File: src/rtl/dw_pkg.sv
package dw_pkg;
   // control word layout
   localparam int unsigned CTL_RUN_BIT   = 0;
   localparam int unsigned CTL_EN_BASE   = 1;
   localparam int unsigned CTL_FLAG_BASE = 8;
   localparam int unsigned MAX_LVL       = 7;

   typedef enum logic [1:0] {
      ACC_NONE = 2'd0,
      ACC_CTL  = 2'd1,
      ACC_THR  = 2'd2
   } acc_kind_e;
endpackage

File: src/rtl/dw_cmp.sv
module dw_cmp #(
   parameter int unsigned AW  = 32,
   parameter int unsigned LSB = 10
) (
   input  logic [AW-1:0]     addr_i,
   input  logic [AW-LSB-1:0] ref_i,
   output logic              eq_o
);
   generate
      if (LSB == 0) begin : g_full
         assign eq_o = (addr_i == ref_i);
      end else begin : g_window
         logic [LSB-1:0] unused_low;
         assign unused_low = addr_i[LSB-1:0];
         assign eq_o = (addr_i[AW-1:LSB] == ref_i);
      end
   endgenerate
endmodule

File: src/rtl/dw_level.sv
module dw_level #(
   parameter int unsigned AW       = 32,
   parameter int unsigned LSB      = 10,
   parameter logic [AW-1:0] WIN_LO = 32'hC000_0000,
   parameter logic [AW-1:0] WIN_HI = 32'hC01F_FFFF
) (
   input  logic              clk,
   input  logic              rst_n,
   input  logic              thr_we,
   input  logic [AW-LSB-1:0] wr_addr,
   input  logic              wr_stop,
   input  logic              clr_flag,
   input  logic              lvl_en,
   input  logic              addr_vld,
   input  logic [AW-1:0]     addr,
   output logic              hit,
   output logic              stop_hit,
   output logic              flag,
   output logic [AW-1:0]     rdata
);
   logic [AW-LSB-1:0] thr_q;
   logic              stop_q;
   logic              ok_q;
   logic              flag_q;
   logic              eq;
   logic [AW-1:0]     wr_base;
   logic              wr_ok;

   assign wr_base = {wr_addr, {LSB{1'b0}}};
   assign wr_ok   = (wr_base >= WIN_LO) && (wr_base <= WIN_HI);

   dw_cmp #(.AW(AW), .LSB(LSB)) u_cmp (
      .addr_i (addr),
      .ref_i  (thr_q),
      .eq_o   (eq)
   );

   assign hit      = addr_vld && lvl_en && ok_q && eq;
   assign stop_hit = hit && stop_q;
   assign flag     = flag_q;
   assign rdata    = {thr_q, {(LSB-1){1'b0}}, stop_q};

   always_ff @(posedge clk or negedge rst_n) begin
      if (!rst_n) begin
         thr_q  <= '0;
         stop_q <= 1'b0;
         ok_q   <= 1'b0;
      end else if (thr_we) begin
         thr_q  <= wr_addr;
         stop_q <= wr_stop;
         ok_q   <= wr_ok;
      end
   end

   always_ff @(posedge clk or negedge rst_n) begin
      if (!rst_n)        flag_q <= 1'b0;
      else if (hit)      flag_q <= 1'b1;
      else if (clr_flag) flag_q <= 1'b0;
   end

   AST_FLAG_CAUSE: assert property (@(posedge clk) disable iff (!rst_n)
      $rose(flag_q) |-> $past(addr_vld && lvl_en && eq));
   AST_IDLE_NO_SET: assert property (@(posedge clk) disable iff (!rst_n)
      (!(addr_vld && lvl_en) && !flag_q) |=> !flag_q);
   AST_FLAG_STICKY: assert property (@(posedge clk) disable iff (!rst_n)
      (flag_q && !clr_flag) |=> flag_q);
   AST_BAD_THR_SILENT: assert property (@(posedge clk) disable iff (!rst_n)
      (!ok_q && !thr_we && !flag_q) |=> !flag_q);
endmodule

File: src/rtl/dma_watchpoint.sv
module dma_watchpoint #(
   parameter int unsigned AW       = 32,
   parameter int unsigned CMP_LSB  = 10,
   parameter int unsigned NUM_LVL  = 2,
   parameter logic [AW-1:0] WIN_LO = 32'hC000_0000,
   parameter logic [AW-1:0] WIN_HI = 32'hC01F_FFFF,
   localparam int unsigned RA_W    = $clog2(NUM_LVL + 1)
) (
   input  logic            clk,
   input  logic            rst_n,
   input  logic            reg_we,
   input  logic [RA_W-1:0] reg_addr,
   input  logic [AW-1:0]   reg_wdata,
   output logic [AW-1:0]   reg_rdata,
   input  logic            dma_addr_vld,
   input  logic [AW-1:0]   dma_addr,
   output logic            dma_en,
   output logic            irq
);
   import dw_pkg::*;

   generate
      if (NUM_LVL < 1 || NUM_LVL > MAX_LVL) begin : g_bad_lvl
         $error("NUM_LVL out of range");
      end
      if (CMP_LSB < 2 || CMP_LSB >= AW) begin : g_bad_lsb
         $error("CMP_LSB out of range");
      end
      if (AW <= CTL_FLAG_BASE + MAX_LVL) begin : g_bad_aw
         $error("AW too narrow for control word");
      end
      if (WIN_LO > WIN_HI) begin : g_bad_win
         $error("WIN_LO above WIN_HI");
      end
   endgenerate

   logic               ctl_we;
   logic               run_q;
   logic [NUM_LVL-1:0] en_q;
   logic [NUM_LVL-1:0] hit;
   logic [NUM_LVL-1:0] stop_hit;
   logic [NUM_LVL-1:0] flag;
   logic [NUM_LVL-1:0] clr;
   logic [AW-1:0]      lvl_rd [NUM_LVL];
   acc_kind_e          acc;

   assign ctl_we = reg_we && (reg_addr == '0);

   generate
      for (genvar i = 0; i < NUM_LVL; i++) begin : g_lvl
         logic thr_we_i;
         assign thr_we_i = reg_we && (reg_addr == RA_W'(i + 1));
         assign clr[i]   = ctl_we && reg_wdata[CTL_FLAG_BASE + i];

         dw_level #(
            .AW(AW), .LSB(CMP_LSB), .WIN_LO(WIN_LO), .WIN_HI(WIN_HI)
         ) u_lvl (
            .clk      (clk),
            .rst_n    (rst_n),
            .thr_we   (thr_we_i),
            .wr_addr  (reg_wdata[AW-1:CMP_LSB]),
            .wr_stop  (reg_wdata[0]),
            .clr_flag (clr[i]),
            .lvl_en   (en_q[i]),
            .addr_vld (dma_addr_vld),
            .addr     (dma_addr),
            .hit      (hit[i]),
            .stop_hit (stop_hit[i]),
            .flag     (flag[i]),
            .rdata    (lvl_rd[i])
         );
      end
   endgenerate

   always_ff @(posedge clk or negedge rst_n) begin
      if (!rst_n) begin
         run_q <= 1'b0;
         en_q  <= '0;
      end else begin
         if (ctl_we) begin
            run_q <= reg_wdata[CTL_RUN_BIT];
            en_q  <= reg_wdata[CTL_EN_BASE +: NUM_LVL];
         end
         if (|stop_hit) run_q <= 1'b0;
      end
   end

   always_comb begin
      acc = ACC_NONE;
      if (reg_addr == '0)                     acc = ACC_CTL;
      else if (int'(reg_addr) <= int'(NUM_LVL)) acc = ACC_THR;
   end

   always_comb begin
      reg_rdata = '0;
      case (acc)
         ACC_CTL: begin
            reg_rdata[CTL_RUN_BIT]              = run_q;
            reg_rdata[CTL_EN_BASE +: NUM_LVL]   = en_q;
            reg_rdata[CTL_FLAG_BASE +: NUM_LVL] = flag;
         end
         ACC_THR: begin
            for (int i = 0; i < NUM_LVL; i++) begin
               if (reg_addr == RA_W'(i + 1)) reg_rdata = lvl_rd[i];
            end
         end
         default: reg_rdata = '0;
      endcase
   end

   assign dma_en = run_q;
   assign irq    = |(flag & en_q);

   AST_STOP_HALTS: assert property (@(posedge clk) disable iff (!rst_n)
      (|stop_hit) |=> !dma_en);
   AST_PLAIN_HIT_RUNS: assert property (@(posedge clk) disable iff (!rst_n)
      (dma_en && !(|stop_hit) && !ctl_we) |=> dma_en);
   AST_IRQ_NEEDS_FLAG: assert property (@(posedge clk) disable iff (!rst_n)
      irq |-> (flag != '0));
   AST_ALL_HITS_FLAG: assert property (@(posedge clk) disable iff (!rst_n)
      (hit != '0) |=> ((flag & $past(hit)) == $past(hit)));
endmodule

File: config.mk
export PLATFORM = sky130hd
export DESIGN_NAME = dma_watchpoint
export DESIGN_NICKNAME = d
export VERILOG_FILES = /design/src/rtl/dw_pkg.sv /design/src/rtl/dw_cmp.sv /design/src/rtl/dw_level.sv /design/src/rtl/dma_watchpoint.sv
export SDC_FILE = /design/constraint.sdc
export NUM_CORES = 1
export LEC_CHECK = 0
export ABC_AREA = 1
export BUFFER_PORTS_ARGS = -buffer_cell sky130_fd_sc_hd__buf_2
export CORE_MARGIN = 1.5
export CORE_UTILIZATION = 55
export DETAILED_ROUTE_END_ITERATION = 6
export GPL_TIMING_DRIVEN = 0
export HOLD_SLACK_MARGIN = 0.03
export PLACE_DENSITY = 0.86
export SYNTH_ARGS = -nofsm -noshare
export SYNTH_HDL_FRONTEND = slang
export SYNTH_SLANG_ARGS = --single-unit
File: constraint.sdc
create_clock -name clk -period 1.7 [get_ports clk]
set_input_delay 0.17 -clock clk [delete_from_list [all_inputs] [get_ports clk]]
set_output_delay 0.17 -clock clk [all_outputs]
set_load 0.05 [all_outputs]
==> results of run 1 <==
==> path summary, 6_finish.rpt <==
check	end	slack, ns
setup / recovery	reg_rdata[11]	0.05
hold / removal	g_lvl[1].u_lvl.thr_q[4]$_DFFE_PN0P_	0.1
setup reg to reg	dma_en$_DFFE_PN0P_	0.34
hold reg to reg	g_lvl[1].u_lvl.ok_q$_DFFE_PN0P_	0.51
max in group asynchronous	g_lvl[0].u_lvl.thr_q[13]$_DFFE_PN0P_	0.86
min in group clk	en_q[0]$_DFFE_PN0P_	0.10
==> through the flow <==
stage	TNS (ns)	instances
global placement	-2.27	604
floorplan	0	449
global route	-0.0430	610
detailed placement	-3.26	604
CTS	0	610
finish	0	610
==> cells in the mapped netlist, types with 3 or more instances <==
cell type  instances
a21oi_1           23
buf_2              3
buf_4              6
buf_6              3
clkbuf_1          12
dfrtp_1           53
ha_1               4
inv_1             57
nand2_1          116
nand3_1            9
nor2_1            47
o21ai_0           48
o21ai_1           23
xnor2_1            8
xor2_1            23
==> state kept, by name, summed over array words and instances, names as in the netlist <==
signal              flops
g_lvl.u_lvl.ok_q        2
g_lvl.u_lvl.thr_q      44
en_q                    2
g_lvl.u_lvl.stop_q      2
g_lvl.u_lvl.flag        2
dma_en                  1
==> cell families after synthesis <==
family	count (synthesis)	share of synthesized area
xor gates and xnor gates	31	0.0848
buffers and inverters	81	0.110
AOI/OAI and AO/OA	96	0.152
muxes	2	0.00704
other	1	0.00117
adders and majority gates	4	0.0156
DFF	53	0.414
and+or+nand+nor	177	0.215
==> area by class of cell <==
type                       count  area, µm²  share of cell area
sequential                    53       1330               0.341
buffer                        24        151              0.0389
tap                           72       90.1              0.0231
inverter                      57        214              0.0549
clock inverter                 1       5.00             0.00128
timing repair buffer          83        450               0.116
clock buffer                   5       68.8              0.0177
multi-input combinational    315       1590               0.408
==> routing by layer <==
layer  routed length, µm  share of wire  track usage
met5                   0              0            0
met2                4480           0.51        0.523
met1                3540           0.40        0.372
met4                 176          0.020       0.0860
met3                 658          0.074       0.0391
==> what timing repair did <==
action                     4_1_cts  5_1_grt
setup buffers                    0        0
pin swaps                        0        0
resized for setup               14       14
cloned                           0        0
setup endpoints to repair       20       20
hold endpoints to repair         0        0
==> power by group through the flow <==
stage / registers, mW / logic [mW] / clock network (mW)
2_1_floorplan: 1.62 / 0.720 / 0
3_3_place_gp: 1.64 / 0.992 / 0
3_5_place_dp: 1.65 / 1.02 / 0
4_1_cts: 1.63 / 1.03 / 0.671
5_1_grt: 1.66 / 1.16 / 0.725
6_report: 1.63 / 1.05 / 0.669
==> critical path: stages <==
cell      delay (ns)
buf_2           0.11
inv_1           0.06
ha_1            0.34
clkbuf_2        0.25
o21ai_0         0.14
nor2_2          0.11
buf_2           0.29
==> flow_summary.json, run 1 <==
{
  "layout_common_cells": "116 x nand2_1, 73 x buf_2, 57 x inv_1",
  "seqPwrFrac": 0.487,
  "utilization": 0.699,
  "power_mw": 3.35,
  "grt_pass1_wl_um": 14200,
  "fin_area_mm2": 0.00389,
  "finalClockSkew_ns": 0.0146,
  "crit_path_end_kind": "output port",
  "synth.cell_area_mm2": 0.00320,
  "crit_fanout": 10,
  "hold_class": "input pin to async pin",
  "drive_above_1_share": 0.249,
  "finalWirelength_um": 8850,
  "combPwrFrac": 0.313,
  "vias": 3282,
  "cts_made_buffers": 5,
  "clock.fmax_mhz": 604,
  "cts_root_buffer": "clkbuf_8",
  "timing.final.ws_setup_ns": 0.0450,
  "synth_warnings": 0,
  "post_dp_cell_area_mm2": 0.00377,
  "grt_max_degree": 54,
  "maxCapViolCount": 0,
  "relSlewSlack": 0.203,
  "finalSetupViolations": 0,
  "dpl.hpwl_um": 6460,
  "antenna_found_initial": 0,
  "ys_types": 22,
  "grt-ovfl-total": 0,
  "synth_top_area_share": 0.414,
  "die_y_um": 79.3,
  "internal-power_mw": 2.10,
  "synthCells": 445,
  "reg2reg_from": "g_lvl[0].u_lvl.thr_q[0]$_DFFE_PN0P_",
  "p_sw_frac": 0.375,
  "worstMarginPinSlew_ns": 1.19,
  "io_pins": 104,
  "ir_worst_vdd_v": 0.000435,
  "start_util": 0.574,
  "worstSetupStartpointType": "input pin",
  "worst_ep_required_time_ns": 1.53,
  "cts.path.max_buffers": 2,
  "numClockSinks": 53,
  "viasPerCell": 5.38,
  "rows": 27,
  "drt_iter0_drc": 252,
  "drv_slew": 0,
  "ff2ff_path_depth": 7,
  "drc": 0,
  "ctsHoldBuffers": 0,
  "p_per_area_mw_per_mm2": 861,
  "track_usage": 0.294,
  "syn_area_per_cell_um2": 7.19,
  "final-hold-violation-count": 0,
  "drt-pass1-iter-count": 6,
  "p_switching_mw": 1.26,
  "tritoncts": "built",
  "yosysSeqAreaShare": 0.414,
  "drt-wirelength-per-cell_um": 14.5,
  "port_buffers": 83,
  "htreeDepth": 2,
  "die_area_mm2": 0.00629,
  "die_w_um": 79.3,
  "synth_edf_count": 0,
  "ant_nets": 0,
  "ys_top_cells_by_area": "dfrtp_1 41%, nand2_1 14%, o21ai_0 7.5%, inv_1 6.7%, xor2_1 6.3%",
  "finalNetCount": 613,
  "crit_path_start": "reg_addr[0]",
  "finalCritPeriodShare": 0.974,
  "diodes": 0,
  "path_class": "input pin to output port",
  "pre_cts_slack_ns": -0.194,
  "clock_latency_ns": 0.31,
  "syn2layout_area_growth_pct": 21.7,
  "fillCellCount": 488,
  "power_leakage_nw": 2.12,
  "place.gp.congestion": 0.868,
  "p_clk_frac": 0.200,
  "arrival_ns": 1.48,
  "yosys.area.top_type": "dfrtp_1",
  "hold_ws_ns": 0.0963,
  "synth-seq-cells": 53,
  "clk_pin_slew_worst_paths_ns": 0.09,
  "synthArstFlopShare": 1.00,
  "status": "completed",
  "grt_pass1_vias": 3159,
  "synthFlopType": "dfrtp_1",
  "period_minus_slack_ns": 1.65,
  "core_area_mm2": 0.00557,
  "final_common_cell": "nand2_1"
}
Power figures use the tool's default switching activity.
==> inputs of run 2 (changes only) <==
--- a/config.mk
+++ b/config.mk
@@ -7,7 +7,7 @@
 export LEC_CHECK = 0
 export ABC_AREA = 1
 export BUFFER_PORTS_ARGS = -buffer_cell sky130_fd_sc_hd__buf_2
-export CORE_MARGIN = 1.5
+export CORE_MARGIN = 2
 export CORE_UTILIZATION = 55
 export DETAILED_ROUTE_END_ITERATION = 6
 export GPL_TIMING_DRIVEN = 0
@@ -16,3 +16,4 @@
 export SYNTH_ARGS = -nofsm -noshare
 export SYNTH_HDL_FRONTEND = slang
 export SYNTH_SLANG_ARGS = --single-unit
+export TNS_END_PERCENT = 10
==> flow_summary.json, run 2 (synthesis gave the netlist of run 1 again) <==
{
  "drc": 0,
  "relSlewSlack": 0.217,
  "dpl.hpwl_um": 6550,
  "crit_path_end_kind": "output port",
  "worstSetupStartpointType": "input pin",
  "finalNetCount": 613,
  "stdcell_count": 611,
  "final_common_cell": "nand2_1",
  "finalClockSkew_ns": 0.0126,
  "power_leakage_nw": 2.13,
  "rows": 27,
  "arrival_ns": 1.43,
  "tritoncts": "built",
  "drt-pass1-iter-count": 5,
  "power_mw": 3.38,
  "antenna_found_initial": 0,
  "core_area_mm2": 0.00557,
  "cts.path.max_buffers": 2,
  "finalCritPeriodShare": 0.943,
  "period_minus_slack_ns": 1.60,
  "reg2reg_from": "g_lvl[0].u_lvl.thr_q[0]$_DFFE_PN0P_",
  "io_pins": 104,
  "die_w_um": 80.3,
  "drv_slew": 0,
  "grt_pass1_wl_um": 14100,
  "port_buffers": 83,
  "clock.fmax_mhz": 624,
  "final-hold-violation-count": 0,
  "postCtsSetupRepairBufs": 0,
  "diodes": 0,
  "worstMarginPinSlew_ns": 1.17,
  "die_area_mm2": 0.00645,
  "largest_reg_flops": 44,
  "path_class": "input pin to output port",
  "worst_ep_required_time_ns": 1.53,
  "hold_class": "input pin to async pin",
  "ant_nets": 0,
  "die_y_um": 80.3,
  "crit_fanout": 10,
  "drive_above_1_share": 0.215,
  "finalSetupViolations": 0,
  "status": "completed",
  "finalWirelength_um": 8870,
  "cts_root_buffer": "clkbuf_8",
  "drt_iter0_drc": 327,
  "cts_made_buffers": 5,
  "grt_pass1_vias": 3135,
  "track_usage": 0.285,
  "regMostFlops": "g_lvl.u_lvl.thr_q",
  "layout_common_cells": "116 x nand2_1, 79 x buf_2, 57 x inv_1",
  "htreeDepth": 2,
  "numClockSinks": 53,
  "dp.cells": 604,
  "ir_worst_vdd_v": 0.000504,
  "grt-ovfl-total": 0,
  "syn2layout_area_growth_pct": 20.4,
  "start_util": 0.574,
  "clock_latency_ns": 0.31,
  "clk_pin_slew_worst_paths_ns": 0.09,
  "place.gp.congestion": 0.825,
  "viasPerCell": 5.38,
  "vias": 3288,
  "p_per_area_mw_per_mm2": 877,
  "drt-wirelength-per-cell_um": 14.5,
  "crit_path_start": "reg_addr[1]",
  "grt_max_degree": 54,
  "maxCapViolCount": 0
}
==> run 2: area by class of cell <==
cell class                      instances  area [µm²]
Fill cell                             490        1720
Multi-Input combinational cell        315        1540
Inverter                               57         214
Buffer                                 24         159
Tap cell                               72        90.1
Sequential cell                        53        1330
Timing Repair Buffer                   83         433
Clock buffer                            7        86.3
==> run 2: path summary, 6_finish.rpt <==
check	to	slack, ns	depth (start not counted)
min in group clk	en_q[0]$_DFFE_PN0P_	0.10	2
max	reg_rdata[13]	0.1	7
max in group asynchronous	g_lvl[1].u_lvl.thr_q[7]$_DFFE_PN0P_	0.88	1
max reg2reg	dma_en$_DFFE_PN0P_	0.37	7
min reg2reg	g_lvl[0].u_lvl.ok_q$_DFFE_PN0P_	0.51	2
min	g_lvl[1].u_lvl.thr_q[5]$_DFFE_PN0P_	0.09	1
==> run 2: per-layer routing <==
metal	part of all wire	routed length [µm]	vias to the layer above	track usage
li1	-	-	1567	-
met1	0.40	3580	1525	0.360
met3	0.071	630	30	0.0393
met5	0	0	-	0
met2	0.49	4390	166	0.493
met4	0.030	267	0	0.114
==> run 2: timing repair <==
| item | 4_1_cts | 5_1_grt |
|---|---|---|
| resized for setup | 11 | 15 |
| hold buffers | 0 | 0 |
| gates cloned | 0 | 0 |
| setup endpoints to repair | 20 | 20 |
==> run 2: critical path, stage by stage <==
cell and delay, ns:
buf_2 0.12, inv_1 0.07, ha_1 0.26, clkbuf_2 0.29, a21oi_1 0.11, nor2_1 0.14, buf_2 0.28
==> run 2: where the power goes <==
| group | internal (mW) | switching (mW) | total (mW) |
|---|---|---|---|
| clock network | 0.324 | 0.396 | 0.720 |
| registers | 1.45 | 0.181 | 1.63 |
| logic | 0.368 | 0.662 | 1.03 |
==> run 2: stage by stage <==
stage	area [µm²]	TNS, ns	util	hold WS, ns	setup slack [ns]
finish	3850	0	0.691	0.0934	0.0970
global route	3850	-0.0146	0.691	0.104	-0.0110
CTS	3830	0	0.687	0.103	0.00222
detailed placement	3730	-3.01	0.668	0.414	-0.213
global placement	3730	-2.32	0.668	0.410	-0.150
floorplan	3220	-0.355	-	-0.126	-0.0197
